<file path="src/rtl/csa_mul_pkg.sv">
package csa_mul_pkg;
    typedef enum logic {
        OP_PARTIAL = 1'b0,
        OP_REDUCE  = 1'b1
    } op_mode_e;
endpackage

</file>
<file path="src/rtl/csa_step_dp.sv">
module csa_step_dp
    import csa_mul_pkg::*;
#(
    parameter int DW = 64
) (
    input  op_mode_e        mode,
    input  logic [DW-1:0]   a,
    input  logic [DW-1:0]   b,
    input  logic [DW-1:0]   c,
    output logic [DW-1:0]   o1,
    output logic [DW-1:0]   o2,
    output logic [DW-1:0]   o3,
    output logic            sum_lsb
);
    logic [DW-1:0] sum3;
    logic [DW-1:0] maj3;

    always_comb begin
        sum3    = a ^ b ^ c;
        maj3    = (a & b) | (b & c) | (a & c);
        sum_lsb = sum3[0];
        unique case (mode)
            OP_PARTIAL: begin
                o1 = a;
                o2 = b >> 1;
                o3 = b[0] ? a : '0;
            end
            default: begin
                o1 = maj3;
                o2 = sum3 >> 1;
                o3 = '0;
            end
        endcase
    end
endmodule

</file>
<file path="src/rtl/csa_op_seq.sv">
module csa_op_seq
    import csa_mul_pkg::*;
#(
    parameter int BUDGET = 74,
    parameter int FLUSH  = 37
) (
    input  logic     clk,
    input  logic     rst,
    input  logic     fire,
    input  logic     flush_step,
    output op_mode_e mode,
    output logic     flush_active,
    output logic     flush_start
);
    localparam int CW = $clog2(BUDGET + 1);
    localparam int FW = $clog2(FLUSH + 1);

    typedef struct packed {
        logic [CW-1:0] cnt;
        logic [FW-1:0] left;
    } seq_t;

    seq_t s_q, s_d;

    always_comb begin
        mode         = s_q.cnt[0] ? OP_REDUCE : OP_PARTIAL;
        flush_active = (s_q.left != '0);
        flush_start  = fire && (s_q.cnt == CW'(1));
        s_d          = s_q;
        if (fire) begin
            s_d.cnt = s_q.cnt - CW'(1);
            if (flush_start) begin
                s_d.left = FW'(FLUSH);
            end
        end else if (flush_step) begin
            s_d.left = s_q.left - FW'(1);
            if (s_q.left == FW'(1)) begin
                s_d.cnt = CW'(BUDGET);
            end
        end
    end

    always_ff @(posedge clk) begin
        if (rst) begin
            s_q.cnt  <= CW'(BUDGET);
            s_q.left <= '0;
        end else begin
            s_q <= s_d;
        end
    end

    // steps alternate between consecutive operations outside a flush
    p_alternate_r5: assert property (@(posedge clk) disable iff (rst)
        (fire && !flush_start) |=> (mode != $past(mode)));

    // no operation fires while a flush is pending
    p_no_fire_in_flush_r7: assert property (@(posedge clk) disable iff (rst)
        flush_active |-> !fire);
endmodule

</file>
<file path="src/rtl/csa_bit_buf.sv">
module csa_bit_buf #(
    parameter int CAP   = 74,
    parameter int GROUP = 37
) (
    input  logic             clk,
    input  logic             rst,
    input  logic             push,
    input  logic             push_bit,
    output logic             room,
    output logic             grp_vld,
    input  logic             grp_rdy,
    output logic [GROUP-1:0] grp_word
);
    localparam int NW = $clog2(CAP + 1);

    typedef struct packed {
        logic [CAP-1:0]   mem;
        logic [NW-1:0]    cnt;
        logic             vld;
        logic [GROUP-1:0] word;
    } buf_t;

    buf_t b_q, b_d;
    logic pop;

    always_comb begin
        room = (b_q.cnt < NW'(CAP));
        pop  = (b_q.cnt >= NW'(GROUP)) && (!b_q.vld || grp_rdy);
        b_d  = b_q;
        if (pop) begin
            b_d.word = b_q.mem[GROUP-1:0];
            b_d.vld  = 1'b1;
            b_d.mem  = b_q.mem >> GROUP;
            b_d.cnt  = b_q.cnt - NW'(GROUP);
        end else if (grp_rdy) begin
            b_d.vld = 1'b0;
        end
        if (push) begin
            b_d.mem[b_d.cnt] = push_bit;
            b_d.cnt          = b_d.cnt + NW'(1);
        end
    end

    always_ff @(posedge clk) begin
        if (rst) begin
            b_q.mem  <= '0;
            b_q.cnt  <= '0;
            b_q.vld  <= 1'b0;
            b_q.word <= '0;
        end else begin
            b_q <= b_d;
        end
    end

    assign grp_vld  = b_q.vld;
    assign grp_word = b_q.word;

    p_no_overflow_r10: assert property (@(posedge clk) disable iff (rst)
        b_q.cnt <= NW'(CAP));

    p_push_room_r10: assert property (@(posedge clk) disable iff (rst)
        push |-> room);

    p_group_hold_r9: assert property (@(posedge clk) disable iff (rst)
        (grp_vld && !grp_rdy) |=> (grp_vld && $stable(grp_word)));
endmodule

</file>
<file path="src/rtl/csa_mul_step.sv">
module csa_mul_step
    import csa_mul_pkg::*;
#(
    parameter int DW     = 64,
    parameter int BUDGET = 74,
    parameter int FLUSH  = 37,
    parameter int CAP    = 74,
    parameter int GROUP  = 37
) (
    input  logic             clk,
    input  logic             rst,
    input  logic             x_vld,
    output logic             x_rdy,
    input  logic [DW-1:0]    x_dat,
    input  logic             y_vld,
    output logic             y_rdy,
    input  logic [DW-1:0]    y_dat,
    input  logic             z_vld,
    output logic             z_rdy,
    input  logic [DW-1:0]    z_dat,
    output logic             p_vld,
    input  logic             p_rdy,
    output logic [DW-1:0]    p_dat,
    output logic             q_vld,
    input  logic             q_rdy,
    output logic [DW-1:0]    q_dat,
    output logic             r_vld,
    input  logic             r_rdy,
    output logic [DW-1:0]    r_dat,
    output logic             bits_vld,
    input  logic             bits_rdy,
    output logic [GROUP-1:0] bits_dat
);
    typedef struct packed {
        logic          p_vld;
        logic          q_vld;
        logic          r_vld;
        logic [DW-1:0] p;
        logic [DW-1:0] q;
        logic [DW-1:0] r;
        logic [DW-1:0] f1;
        logic [DW-1:0] f2;
        logic [DW-1:0] f3;
    } top_t;

    top_t s_q, s_d;

    op_mode_e      mode;
    logic          flush_active, flush_start, flush_step;
    logic          room, go, push, push_bit;
    logic [DW-1:0] m1, m2, m3, n1, n2, n3;
    logic          m_lsb, n_lsb;

    csa_step_dp #(.DW(DW)) u_dp_main (
        .mode(mode), .a(x_dat), .b(y_dat), .c(z_dat),
        .o1(m1), .o2(m2), .o3(m3), .sum_lsb(m_lsb)
    );

    csa_step_dp #(.DW(DW)) u_dp_flush (
        .mode(OP_REDUCE), .a(s_q.f1), .b(s_q.f2), .c(s_q.f3),
        .o1(n1), .o2(n2), .o3(n3), .sum_lsb(n_lsb)
    );

    csa_op_seq #(.BUDGET(BUDGET), .FLUSH(FLUSH)) u_seq (
        .clk(clk), .rst(rst), .fire(go), .flush_step(flush_step),
        .mode(mode), .flush_active(flush_active), .flush_start(flush_start)
    );

    csa_bit_buf #(.CAP(CAP), .GROUP(GROUP)) u_buf (
        .clk(clk), .rst(rst), .push(push), .push_bit(push_bit), .room(room),
        .grp_vld(bits_vld), .grp_rdy(bits_rdy), .grp_word(bits_dat)
    );

    always_comb begin
        go = x_vld && y_vld && z_vld
          && (!s_q.p_vld || p_rdy)
          && (!s_q.q_vld || q_rdy)
          && (!s_q.r_vld || r_rdy)
          && room && !flush_active;
        flush_step = flush_active && room;
        push       = (go && (mode == OP_REDUCE)) || flush_step;
        push_bit   = flush_step ? n_lsb : m_lsb;

        s_d = s_q;
        if (go) begin
            s_d.p = m1;  s_d.q = m2;  s_d.r = m3;
            s_d.p_vld = 1'b1;
            s_d.q_vld = 1'b1;
            s_d.r_vld = 1'b1;
        end else begin
            if (p_rdy) s_d.p_vld = 1'b0;
            if (q_rdy) s_d.q_vld = 1'b0;
            if (r_rdy) s_d.r_vld = 1'b0;
        end
        if (go && flush_start) begin
            s_d.f1 = m1;  s_d.f2 = m2;  s_d.f3 = m3;
        end else if (flush_step) begin
            s_d.f1 = n1;  s_d.f2 = n2;  s_d.f3 = n3;
        end
    end

    always_ff @(posedge clk) begin
        if (rst) begin
            s_q <= '0;
        end else begin
            s_q <= s_d;
        end
    end

    assign x_rdy = go;
    assign y_rdy = go;
    assign z_rdy = go;
    assign p_vld = s_q.p_vld;
    assign q_vld = s_q.q_vld;
    assign r_vld = s_q.r_vld;
    assign p_dat = s_q.p;
    assign q_dat = s_q.q;
    assign r_dat = s_q.r;

    p_flush_stall_r7: assert property (@(posedge clk) disable iff (rst)
        flush_active |-> (!x_rdy && !y_rdy && !z_rdy));

    p_hold_p_r9: assert property (@(posedge clk) disable iff (rst)
        (p_vld && !p_rdy) |=> (p_vld && $stable(p_dat)));

    p_hold_q_r9: assert property (@(posedge clk) disable iff (rst)
        (q_vld && !q_rdy) |=> (q_vld && $stable(q_dat)));

    p_zero_fill_r11: assert property (@(posedge clk) disable iff (rst)
        q_vld |-> !q_dat[DW-1]);

    p_gate_zero_r3: assert property (@(posedge clk) disable iff (rst)
        (go && (mode == OP_PARTIAL) && !y_dat[0]) |=> (r_dat == '0));

    p_reduce_r_zero_r4: assert property (@(posedge clk) disable iff (rst)
        (go && (mode == OP_REDUCE)) |=> (r_dat == '0));
endmodule

</file>
<file path="config.mk">
export PLATFORM = sky130hd
export DESIGN_NAME = csa_mul_step
export DESIGN_NICKNAME = d
export VERILOG_FILES = /design/src/rtl/csa_mul_pkg.sv /design/src/rtl/csa_step_dp.sv /design/src/rtl/csa_op_seq.sv /design/src/rtl/csa_bit_buf.sv /design/src/rtl/csa_mul_step.sv
export SDC_FILE = /design/constraint.sdc
export NUM_CORES = 1
export LEC_CHECK = 0
export BUFFER_PORTS_ARGS = -buffer_cell sky130_fd_sc_hd__buf_4
export CORE_MARGIN = 4
export CORE_UTILIZATION = 39
export DETAILED_ROUTE_END_ITERATION = 10
export SLEW_MARGIN = 10
export SYNTH_ARGS = -nofsm -noshare
export SYNTH_HDL_FRONTEND = slang
export SYNTH_SLANG_ARGS = --single-unit
</file>
<file path="constraint.sdc">
create_clock -name clk -period 5.56 [get_ports clk]
set_input_delay 0.556 -clock clk [delete_from_list [all_inputs] [get_ports clk]]
set_output_delay 0.556 -clock clk [all_outputs]
set_load 0.05 [all_outputs]
</file>
# Yosys cells after proc, flatten, opt, wreduce, memory -nomap -nowiden
# Index checks and enable logic that the tools add are counted.
dict set report classes {
  n_eq_ne 3
  n_bitwise 14
  muxes 23
  magnitude_cmp 4
  addsub 4
  n_reduce_logical 33
}
# op n
set op_table {}
lappend op_table {{$and A64 B64 Y64} 6}
lappend op_table {{$mux W192} 2}
lappend op_table {{$or A64 B64 Y64} 4}
lappend op_table {{$xor A64 B64 Y64} 4}
lappend op_table {{$mux W64} 3}
lappend op_table {{$mux W81} 2}
lappend op_table {{$bwmux W74} 1}
lappend op_table {{$mux W63} 1}
lappend op_table {{$mux W13} 2}
lappend op_table {{$reduce_bool A2 Y1} 7}
lappend op_table {{$logic_and A1 B1 Y1} 13}
lappend op_table {{$lt A7 B8 Y1 const B} 1}
lappend op_table {{$mux W1} 8}
lappend op_table {{$add A7 B1 Y7 const B} 1}
lappend op_table {{$demux W1 S7} 1}
lappend op_table {{$eq A7 B1 Y1 const B} 1}
lappend op_table {{$ge A7 B1 Y1 const B} 1}
lappend op_table {{$ge A7 B6 Y1 const B} 1}
lappend op_table {{$lt A7 B7 Y1 const B} 1}
lappend op_table {{$mux W7} 1}
lappend op_table {{$sub A7 B1 Y7 const B} 1}
lappend op_table {{$sub A7 B6 Y7 const B} 1}
lappend op_table {{$eq A6 B1 Y1 const B} 1}
lappend op_table {{$mux W6} 1}
lappend op_table {{other kinds (7)} 16}
dict set report word_totals {
  elab_cells 96
  inputBits 201
  out_inout_bits 236
  ff_bits 519
}

# Depth between registers and ports, before layout
dict set report logic_depth {
  word_depth 10
  depth_mapped 12
  ltp_nobuf 10
}

# By module
# A second synthesis with hierarchy kept.
dict set report unflattened {
  cells_unflattened 3480
  area_unflattened_um2 31626.6
}
# mod area_each_um2 seq_area_each_um2 cells_each n_inst
set by_module_without_submodules {}
lappend by_module_without_submodules {csa_mul_step 17775.8 7747.4 2145 1}
lappend by_module_without_submodules {csa_step_dp 3510.9 0.0 285 2}
lappend by_module_without_submodules {csa_bit_buf 6070.8 2382.3 682 1}
lappend by_module_without_submodules {csa_op_seq 758.2 260.2 83 1}

# Worst setup path before layout
# Ideal clock, no wire load.
dict set report synth_path {
  path_kind {reg2out}
  start {register u_seq.s_q[2] (netlist bit)}
  end {output port y_rdy}
  path_stages_with_launch 9
  arrival_time_ps 2252
  path_slack_ps 2752
  required_ps 5004
  cell_sequence {dfxtp_1 > or3_1 > nor3_1 > nand3_1 > inv_1 > clkbuf_1 > buf_2 > buf_2 > buf_4}
}
dict set report synth_between {
  elab_chain_cells 3
}
# element line_no
set synth_rtl {}
lappend synth_rtl {{from (decl)} csa_op_seq.sv:23} ;# seq_t s_q, s_d;
lappend synth_rtl {{$reduce_bool A6 Y1} csa_op_seq.sv:27} ;# flush_active = (s_q.left != '0);
lappend synth_rtl {{$logic_not A1 Y1} csa_mul_step.sv:79} ;# && room && !flush_active;
lappend synth_rtl {{$logic_and A1 B1 Y1} csa_mul_step.sv:79}
lappend synth_rtl {{to (decl)} csa_mul_step.sv:16} ;# output logic y_rdy,
# Every way passes these cells.

# Worst setup path in the final report
dict set report layout_path {
  start {register u_buf.b_q[39] (netlist bit)}
  end {register u_buf.b_q[107] (netlist bit)}
}
dict set report layout_between {
  elab_chain_cells 9
  word_cells_on_any_way 18
}
# element line_no
set layout_rtl {}
lappend layout_rtl {{from (decl)} csa_bit_buf.sv:23} ;# buf_t b_q, b_d;
lappend layout_rtl {{$ge A7 B6 Y1} csa_bit_buf.sv:28} ;# pop = (b_q.cnt >= NW'(GROUP)) && (!b_q.vld || grp_rdy);
lappend layout_rtl {{$logic_and A1 B1 Y1} csa_bit_buf.sv:28}
lappend layout_rtl {{$mux W81} csa_bit_buf.sv:30} ;# if (pop) begin
lappend layout_rtl {{$lt A7 B8 Y1 (implied by the code) / $ge A7 B1 Y1 (equally long branches)} csa_bit_buf.sv:39} ;# b_d.mem[b_d.cnt] = push_bit;
lappend layout_rtl {{$logic_and A1 B1 Y1 (implied by the code)} csa_bit_buf.sv:39}
lappend layout_rtl {{$mux W1 (implied by the code)} csa_bit_buf.sv:39}
lappend layout_rtl {{$demux W1 S7} --}
lappend layout_rtl {{$bwmux W74} csa_bit_buf.sv:39}
lappend layout_rtl {{$mux W81 (*)} csa_bit_buf.sv:38} ;# if (push) begin
# Mark *: on every way between the ends. The rest lies on a longest branch, timed or not.
# A chain may end at the register's enable or synchronous reset.

==> summary.md <==
| Metric | Value |
|---|---|
| Max-slew headroom | 0.2674 |
| Met2 GRT Util | 0.3558 |
| Max-Cap Viols | 0 |
| Seq/Total Area, Yosys | 0.3853 |
| Power per cell area | between 300 and 400 nW/µm² |
| Netlist cell types | 82 |
| M1 GR Usage | 0.2841 |
| TritonRoute pass-1 iters | 5 |
| Max stage delay on crit path | roughly 0.72 ns |
| GRT overflow | 0 |
| Delay-heaviest family, CP | compound AO/OA/AOI/OAI gates |
| Post-Syn Nets | 3446 |
| Peak supply drop | 281.1 µV |
| Final setup viols | 0 |
| Crit path cell chain | inv_1 -> ha_1 -> o311ai_4 -> a31o_2 -> buf_4 -> o21ai_1 -> a21boi_1 -> o21ai_0 -> o31ai_1 |
| Tot GR Track Use | 0.2109 |
| Synth area leader | dfxtp_1 |
| WP data arrival | 4.42 ns |
| CP max FO | 30 |
| R2R setup slack | approximately 1.7 ns |
| IO Count | 437 |
| Status | finished clean |
| Number of cells on the critical path | 9 |
| Sink Count | 517 |
| Hold Path Class | input pin to flop |
| Synth warnings | 0 |
| Worst-path clk slew | 0.06 ns |
| Die Y | 270.4 µm |
| Least-Margin Pin Slew | 1.099 ns |
| Synth Cell Area | 26860 µm² |
| N_diodes | 0 |
| Post-synth EDFFs | 0 |
| Post-CTS Hold Fix Bufs | 0 |
| Setup CP Type | flop to flop |
| Starting Density | 0.3965 |
| GP Congestion | 0.8416 |
| LEAKAGE | ~12 nW |
| Non-filler cells, final | just over 4000 |
| Pwr Total | 10.55 mW |
| Synth Flop Type | dfxtp_1 |
| Post-Route WL | 80010 µm |
| H-tree Lvls | 2 |
| Wire length of the first global-routing pass | 126300 µm |
| Tmin final | 3.899 ns |
| # fillers | slightly below 7000 |
| R2r endpoint | u_buf.b_q[107] |
| DR vias/cell | 5.380 |
| Post-CTS resize count | 0 |
| Worst r2r path cells | 9 |
| Clock Path Buffers | 3 |
| Cell Rows | 95 |
| Min Hold Slack | 0.2269 ns |
| Most common library cell in the layout ignoring fill and taps | nand2_1 |
| Number of global-route vias before repair | 21583 |
| RSZ-0062 raised after global routing | no |
| Routed wire per std cell | 19.64 µm |
| CP endpoint | u_buf.b_q[107] |
| Share of cells above drive strength 1 | 0.1946 |
| Critical Path RT | 6.08 ns |
| FF-to-FF Start | u_buf.b_q[39] |
| Horiz. Die Dim | about 270 µm |
| Asr flop ratio synth | 0 |
| Clock skew | 0.03088 ns |
| CTS tree | done |
| Hpwl dp | around 52000 µm |
| Most frequent cells in the layout | nand2_1 (595), dfxtp_1 (516), buf_4 (464) |
| Residual DRC | 0 |
| Avg Synthesized Cell Area | around 8.6 µm² |
| Flops & latches, synth | 517 |
| Die area | around 73000 µm² |
| Synth top area cells | dfxtp_1 (39%), fa_1 (9.5%), nand2_1 (8.3%) |
| Worst skew pair latency | 0.62 ns |
| Crit-path slowest cell | a21boi_1 |
| 1st-iter DRT viols | 1572 |
| Worst Setup SP | u_buf.b_q[39] |
| Placed Instances | 3966 |
| Core Area | about 68000 µm² |
| Initial antenna violation count | 1 |
| Root buffer cell | clkbuf_16 |
| Total number of vias | 21917 |
| Setup_tns | 0 ns |
| Final nets | 3491 |
| TritonCTS buffer count | 59 |
| F_max | 256.5 MHz |
| # port buffers | about 440 |
| Area Growth Syn to Fin | 14.73% |
| Slew Limit Fails | 0 |
| Post-CTS Setup Bufs | 0 |
| Largest net degree at the start of global routing | 167 |
| Routed Antenna Nets | 0 |
| Post-Synthesis Cells | a little over 3000 |
| M3 GR Usage | 0.03695 |
| Final hold vios | 0 |
| Final cycle utilization of the critical path | 0.7013 |
| Top-area cell type share of the netlist area | 0.3853 |
| CP Capture Type | flop |
| GRT busiest layer | met2 |
| Crit path launch type | flop |
| Buf+Inv Stages, Crit Path | 2 |
cells by family (layout without fill, tap and decap cells):
logic type,after synthesis,count (layout),share of synthesized area
buffers and inverters,496,588,0.1049
other,1,1,0.0001396
DFF,517,517,0.3853
adders and majority gates,136,136,0.09884
muxes,144,144,0.05464
and+or+nand+nor,1250,1250,0.2094
AOI/OAI and AO/OA,554,554,0.1432
xor gates and xnor gates,11,11,0.003587
final cells by class:
cell class / count / area (µm²) / share of cell area
multi-input combinational: 2096 / 13810 / 0.4480
clock inverter: 19 / 185.2 / 0.006009
tap: 873 / 1092 / 0.03544
sequential: 517 / 10350 / 0.3360
inverter: 13 / 60.06 / 0.001949
timing repair buffer: 467 / 3538 / 0.1148
clock buffer: 89 / 1782 / 0.05781
synthesized netlist by cell type (7+ instances only):
| cell type | number |
|---|---|
| a211oi_1 | 132 |
| a21oi_1 | 179 |
| a22oi_1 | 64 |
| a311oi_1 | 42 |
| a31oi_1 | 8 |
| and3_1 | 93 |
| buf_1 | 28 |
| buf_2 | 37 |
| buf_4 | 233 |
| clkbuf_1 | 180 |
| dfxtp_1 | 517 |
| fa_1 | 127 |
| ha_1 | 9 |
| inv_1 | 12 |
| mux2_2 | 17 |
| mux2i_1 | 123 |
| nand2_1 | 596 |
| nand2b_1 | 7 |
| nand3_1 | 185 |
| nand4_1 | 9 |
| nor2_1 | 223 |
| nor2b_1 | 80 |
| nor3_1 | 18 |
| o211ai_1 | 7 |
| o21ai_0 | 24 |
| o311ai_0 | 9 |
| o31ai_1 | 12 |
| o41ai_1 | 8 |
| xnor2_1 | 8 |
how the worst min path moves through the flow:
stage	start	endpoint	slack (ns)	depth (start not counted)
final	r_rdy	r_vld	0.23	3
after global routing	x_dat[55]	s_q[55]	0.21	3
after CTS	p_rdy	p_vld	0.18	3
after detailed placement	u_buf.b_q[66]	u_buf.grp_word[21]	0.44	2
after global placement	r_dat[44]	r_dat[44]	0.44	2
after floorplan	u_buf.b_q[71]	u_buf.grp_word[26]	0.43	2
power breakdown:
| group | internal [mW] | total (mW) | leakage (nW) | switching [mW] |
|---|---|---|---|---|
| Sequential | 3.84 | 3.97 | 4.17 | 0.129 |
| Clock | 2.30 | 3.93 | 0.973 | 1.63 |
| Combinational | 0.665 | 2.65 | 7.01 | 1.98 |
per-layer routing:
layer / up-vias / wire length, µm / part of all wire
met5: - / 10 / 0.00012
li1: 10603 / - / -
met1: 10564 / 35310 / 0.44
met3: 107 / 4618 / 0.058
met4: 2 / 1569 / 0.020
met2: 641 / 38510 / 0.48
state kept, by name, summed over array words and instances, names as in the netlist:
name and flops:
u_buf.grp_vld 1, r_vld 1, s_q 191, u_buf.grp_word 37, q_vld 1, p_vld 1, p_dat 64, r_dat 64
u_seq.s_q 13, u_buf.b_q 81, q_dat 63
tightest hold or removal path, cell delays in order:
cell,delay [ns]
buf_4,0.07
nand2b_1,0.10
a21oi_1,0.06
per-stage QoR:
| stage | setup WS (ns) | instance area [µm²] | utilization |
|---|---|---|---|
| after global routing | 1.380 | 30820 | 0.4549 |
| after detailed placement | 1.601 | 28850 | 0.4258 |
| after floorplan | 2.752 | 26860 | - |
| after CTS | 1.582 | 30820 | 0.4549 |
| final | 1.661 | 30820 | 0.4549 |
| after global placement | 1.601 | 28850 | 0.4258 |
No activity file was read; power rests on OpenSTA's default activity.
